## src/rtl/ipt_rate_pkg.sv

```systemverilog
package ipt_rate_pkg;
   localparam int BYTE_BITS = 8;

   typedef enum logic {
      FR_GAP  = 1'b0,
      FR_BODY = 1'b1
   } frame_state_e;
endpackage

```

## src/rtl/ipt_frame_track.sv

```systemverilog
module ipt_frame_track
   import ipt_rate_pkg::*;
(
   input  logic clk,
   input  logic rst_n,
   input  logic beat_xfer,
   input  logic beat_last,
   output logic in_body,
   output logic first_xfer,
   output logic last_xfer
);
   frame_state_e state_q;

   always_ff @(posedge clk or negedge rst_n) begin
      if (!rst_n) begin
         state_q <= FR_GAP;
      end else if (beat_xfer) begin
         state_q <= beat_last ? FR_GAP : FR_BODY;
      end
   end

   assign in_body    = (state_q == FR_BODY);
   assign first_xfer = beat_xfer && (state_q == FR_GAP);
   assign last_xfer  = beat_xfer && beat_last;
endmodule

```

## src/rtl/ipt_gap_timer.sv

```systemverilog
module ipt_gap_timer #(
   parameter int IPT_W = 28
) (
   input  logic             clk,
   input  logic             rst_n,
   input  logic             first_xfer,
   input  logic             last_xfer,
   input  logic [IPT_W-1:0] last_ipt,
   input  logic             disarm,
   output logic             armed,
   output logic             reached,
   output logic             late_end
);
   localparam logic [IPT_W-1:0] CNT_MAX = '1;

   logic [IPT_W-1:0] cnt_q;
   logic [IPT_W-1:0] ipt_q;
   logic [IPT_W-1:0] cnt_inc;
   logic [IPT_W-1:0] cnt_next_start;

   generate
      if (IPT_W < 2) begin : g_bad_width
         $error("ipt_gap_timer: IPT_W must be at least 2");
      end
   endgenerate

   assign cnt_inc        = (cnt_q == CNT_MAX) ? cnt_q : cnt_q + 1'b1;
   assign cnt_next_start = first_xfer ? {{(IPT_W-1){1'b0}}, 1'b1} : cnt_inc;

   always_ff @(posedge clk or negedge rst_n) begin
      if (!rst_n) begin
         cnt_q <= '0;
         ipt_q <= '0;
         armed <= 1'b0;
      end else begin
         cnt_q <= cnt_next_start;
         if (last_xfer) begin
            ipt_q <= last_ipt;
         end
         if (first_xfer) begin
            armed <= 1'b1;
         end else if (disarm) begin
            armed <= 1'b0;
         end
      end
   end

   assign reached  = armed && (cnt_q >= ipt_q);
   assign late_end = last_xfer && (cnt_next_start > last_ipt);

   a_r3_no_early_start: assert property (@(posedge clk) disable iff (!rst_n)
      (first_xfer && armed) |-> (cnt_q >= ipt_q));

   a_r3_count_restarts: assert property (@(posedge clk) disable iff (!rst_n)
      first_xfer |=> (cnt_q == {{(IPT_W-1){1'b0}}, 1'b1}));
endmodule

```

## src/rtl/ipt_late_flag.sv

```systemverilog
module ipt_late_flag (
   input  logic clk,
   input  logic rst_n,
   input  logic sw_rst,
   input  logic set_late,
   output logic flag
);
   always_ff @(posedge clk or negedge rst_n) begin
      if (!rst_n) begin
         flag <= 1'b0;
      end else if (sw_rst) begin
         flag <= 1'b0;
      end else if (set_late) begin
         flag <= 1'b1;
      end
   end

   a_r7_flag_sticky: assert property (@(posedge clk) disable iff (!rst_n)
      (flag && !sw_rst) |=> flag);

   a_r7_sw_clear: assert property (@(posedge clk) disable iff (!rst_n)
      sw_rst |=> !flag);

   a_r5_rise_has_cause: assert property (@(posedge clk) disable iff (!rst_n)
      $rose(flag) |-> $past(set_late));
endmodule

```

## src/rtl/ipt_rate_ctrl.sv

```systemverilog
module ipt_rate_ctrl
   import ipt_rate_pkg::*;
#(
   parameter int DATA_W = 64,
   parameter int IPT_W  = 28
) (
   input  logic                          clk,
   input  logic                          rst_n,
   input  logic                          sw_rst,
   input  logic                          active,
   input  logic [DATA_W-1:0]             s_tdata,
   input  logic [DATA_W/BYTE_BITS-1:0]   s_tkeep,
   input  logic [IPT_W-1:0]              s_tuser,
   input  logic                          s_tlast,
   input  logic                          s_tvalid,
   output logic                          s_tready,
   output logic [DATA_W-1:0]             m_tdata,
   output logic [DATA_W/BYTE_BITS-1:0]   m_tkeep,
   output logic                          m_tlast,
   output logic                          m_tvalid,
   input  logic                          m_tready,
   output logic                          late_flag
);
   localparam int KEEP_W = DATA_W / BYTE_BITS;

   generate
      if (DATA_W % BYTE_BITS != 0) begin : g_bad_data_w
         $error("ipt_rate_ctrl: DATA_W must be a whole number of bytes");
      end
      if (KEEP_W < 1) begin : g_bad_keep_w
         $error("ipt_rate_ctrl: DATA_W too small");
      end
   endgenerate

   logic in_body;
   logic first_xfer;
   logic last_xfer;
   logic armed;
   logic reached;
   logic late_end;
   logic may_start;
   logic gate;
   logic beat_xfer;
   logic missed_start;

   assign may_start = active && (!armed || reached);
   assign gate      = in_body || may_start;
   assign m_tvalid  = s_tvalid && gate;
   assign s_tready  = m_tready && gate;
   assign beat_xfer = s_tvalid && s_tready;
   assign m_tdata   = s_tdata;
   assign m_tkeep   = s_tkeep;
   assign m_tlast   = s_tlast;

   assign missed_start = !in_body && active && reached && s_tvalid && !m_tready;

   ipt_frame_track u_track (
      .clk        (clk),
      .rst_n      (rst_n),
      .beat_xfer  (beat_xfer),
      .beat_last  (s_tlast),
      .in_body    (in_body),
      .first_xfer (first_xfer),
      .last_xfer  (last_xfer)
   );

   ipt_gap_timer #(.IPT_W(IPT_W)) u_timer (
      .clk        (clk),
      .rst_n      (rst_n),
      .first_xfer (first_xfer),
      .last_xfer  (last_xfer),
      .last_ipt   (s_tuser),
      .disarm     (!active && !in_body),
      .armed      (armed),
      .reached    (reached),
      .late_end   (late_end)
   );

   ipt_late_flag u_flag (
      .clk      (clk),
      .rst_n    (rst_n),
      .sw_rst   (sw_rst),
      .set_late (late_end || missed_start),
      .flag     (late_flag)
   );

   a_r2_hold_inactive: assert property (@(posedge clk) disable iff (!rst_n)
      (!active && !in_body) |-> !m_tvalid);

   a_r1_no_drop: assert property (@(posedge clk) disable iff (!rst_n)
      (m_tvalid && m_tready) |-> (s_tvalid && s_tready));
endmodule

```

## config.mk

```make
export PLATFORM = sky130hd
export DESIGN_NAME = ipt_rate_ctrl
export DESIGN_NICKNAME = d
export VERILOG_FILES = /design/src/rtl/ipt_rate_pkg.sv /design/src/rtl/ipt_frame_track.sv /design/src/rtl/ipt_gap_timer.sv /design/src/rtl/ipt_late_flag.sv /design/src/rtl/ipt_rate_ctrl.sv
export SDC_FILE = /design/constraint.sdc
export NUM_CORES = 1
export LEC_CHECK = 0
export ABC_CLOCK_PERIOD_IN_PS = 4800
export BUFFER_PORTS_ARGS = -buffer_cell sky130_fd_sc_hd__buf_2
export CORE_MARGIN = 5
export CORE_UTILIZATION = 45
export CTS_CLUSTER_SIZE = 40
export DETAILED_ROUTE_END_ITERATION = 8
export PLACE_DENSITY = 0.81
export SKIP_CTS_REPAIR_TIMING = 1
export SYNTH_ARGS = -nofsm -noshare
export SYNTH_HDL_FRONTEND = slang
export SYNTH_SLANG_ARGS = --single-unit
```

## constraint.sdc

```tcl
create_clock -name clk -period 4.8 [get_ports clk]
set_clock_uncertainty 0.05 [all_clocks]
set_input_delay 0.72 -clock clk [delete_from_list [all_inputs] [get_ports clk]]
set_output_delay 0.72 -clock clk [all_outputs]
set_load 0.005 [all_outputs]
```

==> results of run 1 <==
[through the flow]
stage	setup slack [ns]	cells
2_1_floorplan	1.104	508
3_3_place_gp	0.4483	604
3_5_place_dp	0.3710	604
4_1_cts	0.3568	620
5_1_grt	0.04348	620
6_report	0.2076	620
[registers in the layout, summed over array words and instances (netlist names)]
| signal | count |
|---|---|
| u_flag.flag | 1 |
| u_timer.armed | 1 |
| u_timer.cnt_q | 28 |
| u_timer.ipt_q | 28 |
| u_track.in_body | 1 |
[cell usage after synthesis (10+ instances only)]
cell type	number	share of area [%]
nand4_1	19	2.5
nor2_1	16	1.3
a21oi_1	44	4.7
ha_1	57	15
dfrtp_1	59	31
xnor2_1	14	2.6
nand3_1	18	1.9
buf_4	74	12
mux2i_1	30	6.4
inv_1	59	4.7
xor2_1	10	1.9
nand2_1	28	2.2
[final cells by class]
class | instances | area (um^2) | share of cell area [%]
well taps | 136 | 170.2 | 3.655
inverters | 59 | 221.5 | 4.757
multi-input cells | 307 | 2387 | 51.28
clock buffers | 14 | 162.7 | 3.494
flip-flops and latches | 59 | 1476 | 31.71
clock inverters | 2 | 10.01 | 0.2150
repair buffers | 43 | 227.7 | 4.891
[worst max-delay path, stage by stage (launching register included)]
cell and delay, ns:
dfrtp_1 0.44, ha_1 0.33, nand2_1 0.08, nor2_1 0.19, or4b_4 0.51, a31oi_4 0.24
o31a_1 0.63, a21oi_1 0.20, ha_1 0.34, a21o_1 0.18, a221o_1 0.31, a221oi_1 0.51
nand2_1 0.10, o211ai_1 0.20, o311ai_1 0.11
[final timing paths]
path / start / depth (start not counted) / to
max: u_timer.cnt_q[11] / 14 / u_flag.flag
min: u_timer.ipt_q[0] / 1 / u_timer.ipt_q[0]
max reg2reg: u_timer.cnt_q[11] / 14 / u_flag.flag
min reg2reg: u_timer.ipt_q[0] / 1 / u_timer.ipt_q[0]
max in group asynchronous: rst_n / 2 / u_timer.ipt_q[0]
min in group asynchronous: rst_n / 2 / u_timer.cnt_q[22]
[cell families (layout without fill, tap and decap cells)]
group           after synthesis  in the layout
buf+inv                     142            118
flops                        59             59
xor+xnor                     24             24
compound gates               78             78
simple gates                117            117
mux                          31             31
fa+ha+maj                    57             57
[routing by layer]
metal | vias to the layer above | global-route usage, % | part of all wire, %
met5 | - | 0 | 0
met4 | 0 | 8.814 | 4.0
met3 | 59 | 4.744 | 8.1
met2 | 146 | 24.63 | 45
met1 | 1619 | 21.09 | 43
li1 | 1629 | - | -
[cell usage in the layout, fill, tap and decap left out, drive strengths merged, types with 8 or more instances in the layout]
master,synthesis,final
buf,79,43
nor2,16,16
nand2,28,28
xor2,10,10
mux2i,30,30
nand3,18,18
ha,57,57
clkbuf,4,14
a21oi,44,44
nand4,19,19
o21ai,8,8
inv,59,59
dfrtp,59,59
nor3,9,9
xnor2,14,14
[power breakdown]
part	switching [mW]	internal, mW	total (mW)	leakage, nW
Sequential	0.107	0.646	0.753	0.736
Combinational	0.418	0.308	0.727	1.65
Clock	0.197	0.215	0.411	0.0905
Total	0.722	1.17	1.89	2.48
==> impl_results.md, run 1 <==
- Status: finished with violations
- Failing checks: DRC
- Syn Nets: 672
- Crit Path Category: reg -> reg
- Worst Path Required: 4.94 ns
- Antenna viol nets, final: 0
- FMAX: 0.2177 GHz
- Syn_area_per_cell: 9.241 um^2
- Die X: 112.1 um
- Vias in the first global route: 3591
- Post-Synth XOR/XNOR Area: 4.478%
- Compound-Gate Fraction of Synth Area: 10.87%
- First-pass GRT wire length: 17110 um
- Worst-case clock buffer depth: 2
- Die Y: 112.1 um
- DRT Pass-1 Iters: 8
- Largest family of logic cells by synthesized area: buffers and inverters
- Core area: 10230 um^2
- P&R area growth vs syn: -0.8261%
- Sequential area share after synthesis: 31.45%
- Via density: 5.569
- Nets: 643
- Post-synthesis register bit count: 59
- R2r setup slk: 0.21 ns
- Htree depth: 3
- Synth Area in Simple Gates: 13.62%
- Filler cells: 937
- Top FF cell, synth: dfrtp_1
- Post-route minimum period: 4.592 ns
- Max Cap Viol: 0
- Synth Area in Adders: 15.19%
- Hold Slack: 0.4746 ns
- Startpoint Class: register
- Initial Util: 45.88%
- CP Data Arrival Time: 4.73 ns
- Io pins: 183
- # diodes: 0
- Asr flop ratio synth: 100.0%
- Setup-failing EPs final: 0
- Hold Crit Class: reg -> reg
- Mux cell area share after synthesis: 6.636%
- Clock sink count: 59
- Initial drt markers: 280
- CTS Root Cell: clkbuf_8
- Pwr Density: 406.1 nW/um^2
- Number of synthesized flops with an enable pin: 0
- Placement Cell Area: 4483 um^2
- Die area: 12580 um^2
- Max Slew Vio Count: 0
- Worst vdd ir: 150.9 uV
- GP Congestion: 0.8927
- Later-pin clock latency in the skew report: 0.34 ns
- Post-layout util: 45.51%
- PnR Total Power: 1.891 mW
- TritonCTS clock tree: yes
- Synth Cell Area: 4695 um^2
- Drt drc: 1
- Crit. End Element: register
- Num CTS Buffers: 9
- Share of layout cells above drive strength 1: 13.43%
- Via count: 3453
- Worst Tran Pin Value: 0.7896 ns
- Clock Pin Slew Worst Setup and Hold Paths: 0.06 ns
- Final hold vios: 0
- Detailed Route WL: 10190 um
- Final instance area: 4656 um^2
- I/O Buffers: 38
- Hpwl dp: 7776 um
- Num rows: 37
- Pin count of the biggest net entering global routing: 60
- Remaining global-route overflow: 0
- Pleak: 2.479 nW
- Fin crit share: 95.68%
- Slew headroom: 47.36%
- Initial antenna violation count: 0
- Routed len/inst: 16.43 um
- Peak fanout along the critical path: 18
- Synthesized instance count: 508
- All-Layer GR Usage: 16.33%
- Final setup TNS: 0 ns
- YS warnings: 0
- RSZ-0062 raised after global routing: no
- Synth unique cells: 53
(Power assumes the default switching activity.)
==> run 2, diff against run 1 <==
CTS_CLUSTER_SIZE = default   (was 40)
SETUP_SLACK_MARGIN = 0.4   (was default)
==> impl_results.md, run 2 (same netlist as run 1, synthesis figures left out) <==
- CP Data Arrival Time: 4.37 ns
- Logic pwr share: 38.8%
- Sw Pwr: 729.4 uW
- P&R area growth vs syn: -0.3730%
- Pleak: 2.486 nW
- Hold depth: 1
- Worst Slack Setup Final: 0.5742 ns
- Top flop regs: u_timer.cnt_q (28), u_timer.ipt_q (28)
- Pwr Density: 407.2 nW/um^2
- Core area: 10230 um^2
- Max Slew Vio Count: 0
- Detailed Route WL: 10320 um
- Register share of total power: 39.6%
- Status: finished clean
- Switching Fraction: 38.30%
- Vias in the first global route: 3591
- Initial antenna violation count: 0
- Hpwl dp: 7776 um
- Nets: 643
- Initial drt markers: 278
- R2r setup slk: 0.57 ns
- Slew headroom: 45.02%
- Hold Crit Endpoint: u_timer.ipt_q[0]
- Num CTS Buffers: 9
- Via density: 5.613
- Worst Path Required: 4.94 ns
- Htree depth: 3
- Worst Tran Pin Value: 0.8247 ns
- Critical path cell sequence: ha_1, nand2_1, nor2_1, or4b_4, a31oi_4, o31a_2, a21oi_1, ha_1, a21o_1, a221o_1, a221oi_2, nand2_1, o211ai_1, o311ai_1
- Peak fanout along the critical path: 18
- I/O Buffers: 38
- Share of layout cells above drive strength 1: 13.84%
- Clock sink count: 59
- Setup-failing EPs final: 0
- FMAX: 0.2366 GHz
- Remaining global-route overflow: 0
- Antenna viol nets, final: 0
- Hold Crit Class: reg -> reg
- Hold_sp: u_timer.ipt_q[0]
- Crit. End Element: register
- Critical Path Max Stage Delay: 0.51 ns
- Die X: 112.1 um
- Worst vdd ir: 151.5 uV
- Commonest cells after routing, fill and taps aside: inv_1, dfrtp_1, ha_1
- GP Congestion: 0.8927
- Post-route minimum period: 4.226 ns
- Die area: 12580 um^2
- All-Layer GR Usage: 16.33%
- PnR Total Power: 1.904 mW
- DRT Pass-1 Iters: 5
- Max Cap Viol: 0
- Final setup TNS: 0 ns
- Fin crit share: 88.04%
- CTS Root Cell: clkbuf_8
- Worst-case clock buffer depth: 2
- Pin count of the biggest net entering global routing: 60
- Later-pin clock latency in the skew report: 0.35 ns
- Num rows: 37
- # diodes: 0
- Drt drc: 0
- Internal power consumption: 1.175 mW
- Die Y: 112.1 um
- First-pass GRT wire length: 17110 um
- Via count: 3480
- Worst reg2reg path startpoint: u_timer.cnt_q[11]
- RSZ-0062 raised after global routing: no
- Io pins: 183
- Crit Path Category: reg -> reg
- TritonCTS clock tree: yes
- Post-place setup slack: 0.3710 ns
- Startpoint Class: register
- R2R depth: 14
- Routed len/inst: 16.64 um
- Slowest cell on the critical path: or4b_4
- Initial Util: 45.88%
- Final hold vios: 0
- Clk network pwr share: 21.6%
- Post-layout util: 45.71%
- Critical R2R Capture: u_flag.flag
- Clock Pin Slew Worst Setup and Hold Paths: 0.06 ns
[run 2: cell counts in the layout (fill, tap and decap cells not counted)]
Identical to the previous run, type by type.
[run 2: cell type report]
class                   count  area (um^2)
repair buffers             43        227.7
flip-flops and latches     59         1476
multi-input cells         307         2409
inverters                  59        221.5
well taps                 136        170.2
clock buffers              14        162.7
clock inverters             2        10.01
fillers                   935         5554
[run 2: metrics by stage]
| stage | hold slack [ns] | cell area [um^2] | instances |
|---|---|---|---|
| 5_1_grt | 0.4919 | 4677 | 620 |
| 3_5_place_dp | 0.4563 | 4483 | 604 |
| 6_report | 0.4767 | 4677 | 620 |
| 4_1_cts | 0.4731 | 4656 | 620 |
| 3_3_place_gp | 0.4489 | 4483 | 604 |
| 2_1_floorplan | 0.3744 | 4695 | 508 |
[run 2: critical path: cells and delay by family, from the launching register on]
kind                       cells  cell delay (ns)
and+or+nand+nor                4             0.89
DFF                            1             0.43
adders and majority gates      2             0.69
AOI/OAI and AO/OA              8             1.99
[run 2: metal layers]
layer / vias up / wire length [um] / GRT usage (%)
met4: 0 / 393 / 8.814
met3: 58 / 817 / 4.744
met5: - / 0 / 0
li1: 1638 / - / -
met2: 157 / 4625 / 24.63
met1: 1627 / 4480 / 21.09
[run 2: how the worst max path moves through the flow]
| stage | start | endpoint | cells past startpoint |
|---|---|---|---|
| 2_1_floorplan | u_timer.cnt_q[0] | u_flag.flag | 16 |
| 3_3_place_gp | u_timer.cnt_q[11] | u_flag.flag | 14 |
| 3_5_place_dp | u_timer.cnt_q[19] | u_flag.flag | 14 |
| 4_1_cts | u_timer.cnt_q[11] | u_flag.flag | 14 |
| 5_1_grt | u_timer.cnt_q[11] | u_flag.flag | 14 |
| 6_report | u_timer.cnt_q[11] | u_flag.flag | 14 |
[run 2: power groups by stage]
stage               combinational, mW  clock [mW]  sequential, mW
CTS                             0.724       0.417           0.751
floorplan                       0.578           0           0.730
detailed placement              0.714           0           0.760
global route                    0.845       0.442           0.771
global placement                0.676           0           0.749
finish                          0.739       0.412           0.754
==> run 3, diff against run 2 <==
SYNTH_HIERARCHICAL = 1   (was default)
==> impl_results.md, run 3 <==
- PnR Total Power: 1.878 mW
- Routed len/inst: 16.62 um
- Num rows: 37
- Pwr Density: 386.9 nW/um^2
- Synth top area cells: dfrtp_1, ha_1, buf_4, inv_1, o21ai_0
- Final setup TNS: 0 ns
- Initial antenna violation count: 0
- Final hold vios: 0
- Register share of total power: 39.6%
- CP Data Arrival Time: 4.48 ns
- Startpoint Class: register
- Initial drt markers: 161
- Synth unique cells: 52
- GP Congestion: 0.9315
- Post-synthesis register bit count: 59
- Max Cap Viol: 0
- Share of layout cells above drive strength 1: 20.92%
- Peak fanout along the critical path: 14
- Sw Pwr: 726.5 uW
- Switching Fraction: 38.68%
- TritonCTS clock tree: yes
- Critical Path Max Stage Delay: 0.40 ns
- Fin crit share: 89.33%
- Die area: 12510 um^2
- Num CTS Buffers: 9
- Via count: 3601
- Slew headroom: 48.37%
- Top flop regs: u_timer/cnt_q (28), u_timer/ipt_q (28)
- Vias in the first global route: 3638
- R2R depth: 20
- CTS Root Cell: clkbuf_8
- Synth Cell Area: 4668 um^2
- Area leader, netlist: dfrtp_1
- Nets: 681
- CP most frequent cell: a21oi_2
- YS warnings: 6
- Critical R2R Capture: u_flag/flag
- Die X: 111.9 um
- Commonest cells after routing, fill and taps aside: inv_1, dfrtp_1, ha_1
- I/O Buffers: 38
- Detailed Route WL: 10920 um
- Worst Tran Pin Value: 0.7745 ns
- R2r setup slk: 0.51 ns
- Clk network pwr share: 20.7%
- Sequential area share after synthesis: 31.63%
- Hold_sp: u_timer/ipt_q[0]
- Post-synth top cells: buf_4, inv_1, dfrtp_1
- Pleak: 2.361 nW
- Top cell type's share of synthesized area: 31.63%
- Hpwl dp: 7972 um
- Most common cell after layout, fill and taps aside: inv_1
- Htree depth: 3
- Syn_area_per_cell: 8.677 um^2
- Remaining global-route overflow: 0
- # diodes: 0
- Slowest cell on the critical path: dfrtp_2
- Setup-failing EPs final: 0
- Clock Pin Slew Worst Setup and Hold Paths: 0.07 ns
- Uppermost layer routed: met4
- Crit. End Element: register
- Hold depth: 1
- Drt drc: 0
- RSZ-0062 raised after global routing: no
- DR WL met2: 5216 um
- First-pass GRT wire length: 17440 um
- Clock sink count: 59
- Number of synthesized flops with an enable pin: 0
- Die Y: 111.9 um
- Internal power consumption: 1.152 mW
- Status: finished clean
- P&R area growth vs syn: 3.994%
- Post-route minimum period: 4.288 ns
- Detailed-routing wirelength on met1: 4630 um
- Most numerous cell in the Yosys netlist: buf_4
- Critical path cell sequence: ha_1, a21oi_2, o21a_1, o221ai_2, a2111oi_2, a21oi_1, nand2b_1, a21oi_2, nor2_4, and2b_4, buf_12, a21oi_4, ha_4, nor2b_1, o211ai_1, a211oi_2, o41ai_2, a21boi_1, o21bai_1, o21ba_1
- Core area: 10230 um^2
- Syn Nets: 702
- Worst vdd ir: 194.5 uV
- All-Layer GR Usage: 17.02%
- Crit Path Category: reg -> reg
- Initial Util: 45.63%
- DRT Pass-1 Iters: 4
- Asr flop ratio synth: 100.0%
- Via density: 5.481
- Hold Crit Endpoint: u_timer/ipt_q[0]
- Antenna viol nets, final: 0
- FMAX: 0.2332 GHz
- Worst-case clock buffer depth: 2
- Worst reg2reg path startpoint: u_timer/cnt_q[21]
- Logic pwr share: 39.7%
- Max Slew Vio Count: 0
- Top FF cell, synth: dfrtp_1
- Later-pin clock latency in the skew report: 0.34 ns
- Routed met3 length: 748 um
- Hold Crit Class: reg -> reg
- Io pins: 183
- Pin count of the biggest net entering global routing: 60
- Worst Path Required: 4.99 ns
- Synthesized instance count: 538
run 3: per-stage QoR:
stage	hold WS, ns	util (%)	instance area [um^2]	cells	setup slack, ns
final	0.4698	47.45	4855	657	0.5124
after global routing	0.4882	47.45	4855	657	0.3198
after CTS	0.4722	45.32	4637	649	-0.03097
after detailed placement	0.4566	43.76	4477	634	-0.0006297
after global placement	0.4489	43.76	4477	634	0.2114
after floorplan	0.3744	-	4668	538	0.6102
run 3: logic make-up after synthesis:
logic type,Yosys count,synth area share [%]
multiplexers,2,0.4556
adder cells (fa/ha/maj),57,15.28
flip-flops,59,31.63
AND/OR/NAND/NOR,149,16.75
AO/OA/AOI/OAI,101,13.64
XOR/XNOR,23,4.315
buffers and inverters,147,17.93
run 3: power by group through the flow:
stage	clock network, mW	logic [mW]	registers, mW
after global routing	0.423	0.850	0.762
after CTS	0.403	0.656	0.742
after global placement	0	0.612	0.744
after floorplan	0	0.523	0.722
final	0.389	0.745	0.744
after detailed placement	0	0.650	0.752
run 3: layer usage:
layer	track usage, %	vias to the layer above
met5	0	-
met4	9.084	0
met3	5.054	45
met2	26.82	124
met1	20.93	1699
li1	-	1733
run 3: worst max-delay path by stage:
stage                 startpoint           to
2_1_floorplan  u_timer/cnt_q[25]  u_flag/flag
3_3_place_gp   u_timer/cnt_q[25]  u_flag/flag
3_5_place_dp   u_timer/cnt_q[25]  u_flag/flag
4_1_cts        u_timer/cnt_q[25]  u_flag/flag
5_1_grt        u_timer/ipt_q[23]  u_flag/flag
6_report       u_timer/cnt_q[21]  u_flag/flag
run 3: final cells by class:
| type | count | area (um^2) |
|---|---|---|
| Clock inverter | 3 | 15.01 |
| Timing Repair Buffer | 52 | 307.8 |
| Clock buffer | 12 | 145.1 |
| Sequential cell | 59 | 1483 |
| Fill cell | 958 | 5376 |
| Tap cell | 136 | 170.2 |
| Inverter | 62 | 232.7 |
| Multi-Input combinational cell | 333 | 2501 |
run 3: critical path: cells and delay by family, from the launching register on:
family | cells | cell delay [ns]
adder cells (fa/ha/maj) | 2 | 0.54
buffers and inverters | 1 | 0.16
AND/OR/NAND/NOR | 4 | 0.63
flip-flops | 1 | 0.40
AO/OA/AOI/OAI | 13 | 2.40
